### src/rtl/chk_rob.sv
module chk_rob #(
  parameter int DEPTH = 16,
  localparam int IW = $clog2(DEPTH)
) (
  input  logic          clk,
  input  logic          rst_n,
  input  logic          disp_valid,
  input  logic [1:0]    disp_nops,
  output logic          disp_ready,
  output logic [IW-1:0] disp_idx,
  input  logic          chk_valid,
  input  logic [IW-1:0] chk_idx,
  input  logic          chk_op,
  input  logic          done_valid,
  input  logic [IW-1:0] done_idx,
  input  logic          flush_valid,
  input  logic [IW-1:0] flush_idx,
  output logic          retire_valid,
  output logic [IW-1:0] retire_idx,
  output logic          full,
  output logic          empty
);

  logic [IW:0]       head, tail, cnt;
  logic [DEPTH-1:0]  vld, dn, f0, f1;
  logic [IW-1:0]     hs, ts, fdist;
  logic              disp_go;

  assign hs    = head[IW-1:0];
  assign ts    = tail[IW-1:0];
  assign cnt   = tail - head;
  assign full  = cnt == (IW+1)'(DEPTH);
  assign empty = cnt == '0;
  assign fdist = flush_idx - hs;

  assign retire_valid = !flush_valid && vld[hs] && dn[hs] && ((f0[hs] && f1[hs]) || full);
  assign retire_idx   = hs;
  assign disp_ready   = !flush_valid && (!full || retire_valid);
  assign disp_idx     = ts;
  assign disp_go      = disp_valid && disp_ready;

  always_ff @(posedge clk) begin
    if (!rst_n) begin
      head <= '0;
      tail <= '0;
      vld  <= '0;
      dn   <= '0;
      f0   <= '0;
      f1   <= '0;
    end else begin
      if (chk_valid && vld[chk_idx]) begin
        if (chk_op) f1[chk_idx] <= 1'b1;
        else        f0[chk_idx] <= 1'b1;
      end
      if (done_valid && vld[done_idx]) dn[done_idx] <= 1'b1;
      if (flush_valid) begin
        tail <= head + {1'b0, fdist};
        for (int i = 0; i < DEPTH; i++)
          if (IW'(IW'(i) - hs) >= fdist) vld[i] <= 1'b0;
      end else begin
        if (retire_valid) begin
          vld[hs] <= 1'b0;
          head    <= head + 1'b1;
        end
        if (disp_go) begin
          vld[ts] <= 1'b1;
          dn[ts]  <= 1'b0;
          f0[ts]  <= disp_nops == 2'd0;
          f1[ts]  <= disp_nops < 2'd2;
          tail    <= tail + 1'b1;
        end
      end
    end
  end

  p_occupancy_r7: assert property (@(posedge clk) disable iff (!rst_n)
    $countones(vld) == int'(cnt));

  p_no_overflow_r6: assert property (@(posedge clk) disable iff (!rst_n)
    int'(cnt) <= DEPTH);

  p_refuse_full_r6: assert property (@(posedge clk) disable iff (!rst_n)
    full && disp_valid && !retire_valid && !flush_valid |=> tail == $past(tail));

  p_flush_tail_r7: assert property (@(posedge clk) disable iff (!rst_n)
    flush_valid |=> ts == $past(flush_idx));

  p_retire_step_r9: assert property (@(posedge clk) disable iff (!rst_n)
    retire_valid |=> head == (IW+1)'($past(head) + 1));

  p_hold_flags_r4: assert property (@(posedge clk) disable iff (!rst_n)
    retire_valid && !full |-> f0[hs] && f1[hs]);

endmodule

### config.mk
export PLATFORM = sky130hd
export DESIGN_NAME = chk_rob
export DESIGN_NICKNAME = d
export VERILOG_FILES = /design/src/rtl/chk_rob.sv
export SDC_FILE = /design/constraint.sdc
export NUM_CORES = 1
export LEC_CHECK = 0
export ABC_AREA = 0
export ABC_CLOCK_PERIOD_IN_PS = 3250
export BUFFER_PORTS_ARGS = -buffer_cell sky130_fd_sc_hd__buf_2
export CAP_MARGIN = 20
export CORE_UTILIZATION = 29
export DETAILED_ROUTE_END_ITERATION = 8
export RECOVER_POWER = 100
export SLEW_MARGIN = 20
export SYNTH_ARGS = -nofsm -noshare
export SYNTH_HDL_FRONTEND = slang
export SYNTH_SLANG_ARGS = --single-unit
### constraint.sdc
create_clock -name clk -period 3.25 [get_ports clk]
set_input_delay 0.1625 -clock clk [delete_from_list [all_inputs] [get_ports clk]]
set_output_delay 0.1625 -clock clk [all_outputs]
set_load 0.01 [all_outputs]
==> results_dict.tcl <==
set metrics [dict create \
    status "completed" \
    critPathBufInv 3 \
    cp_max_fo 27 \
    die_w_um 140 \
    crit-reg2reg-launch "head[1]$_SDFFE_PN0P_" \
    drt_wl_total_um 18200 \
    grt_pass1_vias 5142 \
    insertion_delay_ns 0.35 \
    path_cells "buf_4 -> ha_1 -> nand3b_1 -> nand4_1 -> a311oi_4 -> buf_4 -> a31oi_2 -> and4bb_4 -> clkbuf_2" \
    cts_resized 0 \
    vias_per_cell 5.77 \
    ys_ff_latch 74 \
    required_ns 3.09 \
    r2r-end "f1[0]$_SDFF_PN0_" \
    worst-path-stages 9 \
    synth.yosys.seq_area_share_pct 26.6 \
    ant_nets 0 \
    drtIter0Drc 538 \
    crit_top_cell "buf_4" \
    grt_overflow 0 \
    drive_gt1_share_pct 13.2 \
    boundaryPins 33 \
    leakage_nw 2.38 \
    path_clk_slew_ns 0.07 \
    hold_class "in -> reg" \
    yosysWarnings 0 \
    crit_path_end "retire_valid" \
    firstDrtPassIters 7 \
    synthesis.area_um2 5560 \
    powerDensity_nw_per_um2 361 \
    cts_tree "yes" \
    syn_inst 671 \
    startpoint "head[0]$_SDFFE_PN0P_" \
    fin_tns_setup_ns 0 \
    cp-start-kind "flip-flop" \
    slowest_delay_ns 0.59 \
    antenna_found_initial 0 \
    fin_crit_ns 3.15 \
    period_share_pct 96.9 \
    rr_worst_depth 8 \
    synthTopCellsByArea "dfxtp_1, ha_1, a21oi_1" \
    clock_skew_ns 0.00853 \
    synth_top_cell_by_area "dfxtp_1" \
    max_freq_ghz 0.317 \
    cts-buffers-inserted 9 \
    critPathKind "reg -> out" \
    dieArea_um2 19700 \
    reg2reg_slack_ns 0.19 \
    syn_area_per_cell_um2 8.29 \
    rows 50 \
    hold_ws_ns 0.0983 \
    slew_violations 0 \
    antenna-diode-count 0 \
    final_cell_mix "dfxtp_1, a21oi_1, nand2_1, ha_1, o21ai_0" \
    h-tree-depth 3 \
    syn-num-nets 750 \
    grt_use_total_pct 18.9 \
    layout_commonest_cell "dfxtp_1" \
    crit_arrival_ns 2.99 \
    cts_buffer_depth 2 \
    route.vias.total 5329 \
    peakVddDrop_uv 267 \
    die_h_um 140 \
    tightestPinTransition_ns 1.11 \
    setup_viol 0 \
    slew_headroom_pct 25.7 \
    start_util_pct 29.6 \
    drc_errors 0 \
    nFillCells 1999 \
    synth_edf_count 0 \
    areaGrowthSynthToFinish_pct 10.6 \
    wl_per_cell_um 19.7 \
    critPathCaptureType "primary output" \
    routabilityCongestion 0.854 \
    nNetsFinal 764 \
    cts.sinks 74 \
    rsz0062_at_grt "no" \
    grt_pass1_wl_um 28500 \
    cts-root-buf "clkbuf_16" \
    grt_max_degree 45 \
    coreArea_um2 18800 \
    port_buffers 32 \
    synth_ff_type "dfxtp_1" \
    crit_slowest_cell "and4bb_4" \
    path_delay_family "simple AND/OR/NAND/NOR gates" \
    post-dp-hpwl_um 13300 \
    maxCapViolCount 0 \
    yosysTopAreaCellShare_pct 26.6 \
    async_flop_share_pct 0 \
    synth_cell_types 68 \
    hold_viol 0 \
]
-- power breakdown --
group	switching (mW)	total [mW]	internal, mW	leakage, nW
clock network	0.434	0.972	0.538	0.134
registers	0.0139	0.935	0.921	0.598
logic	0.212	0.315	0.103	1.65
-- repair_timing --
item                       CTS  global route
hold buffers                 0             0
setup endpoints to repair    0             1
buffers inserted             0             2
-- cells by family (layout without fill, tap and decap cells) --
| kind of cell | after synthesis | after routing | synth area share, % |
|---|---|---|---|
| xor gates and xnor gates | 18 | 18 | 2.97 |
| adders and majority gates | 58 | 58 | 13.5 |
| and+or+nand+nor | 196 | 196 | 18.1 |
| AOI/OAI and AO/OA | 225 | 225 | 27.3 |
| muxes | 13 | 13 | 4.14 |
| buffers and inverters | 87 | 106 | 7.40 |
| DFF | 74 | 74 | 26.6 |
-- final cells by class --
| cell class | instances | area [µm²] | area share (%) |
|---|---|---|---|
| clock buffers | 10 | 239 | 3.89 |
| well taps | 234 | 293 | 4.76 |
| multi-input cells | 510 | 3660 | 59.5 |
| repair buffers | 51 | 290 | 4.72 |
| inverters | 39 | 146 | 2.38 |
| clock inverters | 6 | 42.5 | 0.692 |
| flip-flops and latches | 74 | 1480 | 24.1 |
-- worst min path at each step --
stage / from / end / slack, ns / cells after the start
5_1_grt: disp_nops[1] / f1[5]$_SDFF_PN0_ / 0.12 / 2
4_1_cts: disp_nops[1] / f1[5]$_SDFF_PN0_ / 0.1 / 2
6_report: disp_nops[1] / f1[5]$_SDFF_PN0_ / 0.1 / 2
3_5_place_dp: disp_nops[1] / f1[5]$_SDFF_PN0_ / 0.46 / 2
2_1_floorplan: disp_nops[1] / f1[5]$_SDFF_PN0_ / 0.26 / 1
3_3_place_gp: disp_nops[1] / f1[5]$_SDFF_PN0_ / 0.47 / 2
-- metal layers --
layer	track usage, %	share of wire (%)	routed length, µm
met3	2.46	7.1	1300
met2	30.6	46	8350
met1	25.2	44	7980
met4	8.52	3.1	559
met5	0	0	0
-- synth_stat cells (all sizes together) (3+ instances only) --
cell type,n
a21o,8
a21oi,73
a221oi,20
a311oi,3
a31o,13
a31oi,15
and2,6
and3,9
and3b,6
buf,25
clkbuf,23
dfxtp,74
fa,3
ha,55
inv,38
mux2i,5
mux4,8
nand2,55
nand2b,6
nand3,30
nand3b,6
nand4,7
nor2,38
nor2b,11
nor3,10
nor3b,4
o2111ai,6
o211ai,11
o21a,3
o21ai,45
o311a,3
o311ai,4
o31a,3
xnor2,10
xor2,8
-- flip-flops by register name, summed over array words and instances, names as in the netlist --
name	flops
f1	16
tail	5
f0	16
head	5
dn	16
vld	16
-- metrics by stage --
step	total power, mW	worst slack (ns)	utilization, %	std cells	area, µm²
after floorplan	1.17	0.255	-	671	5560
after global placement	1.26	0.355	31.3	906	5880
after detailed placement	1.27	0.321	31.3	906	5880
after CTS	2.22	0.0569	32.8	922	6160
after global routing	2.30	0.0158	32.8	924	6150
final	2.22	0.100	32.8	924	6150
Note: power is estimated with default switching activity, not from simulation.
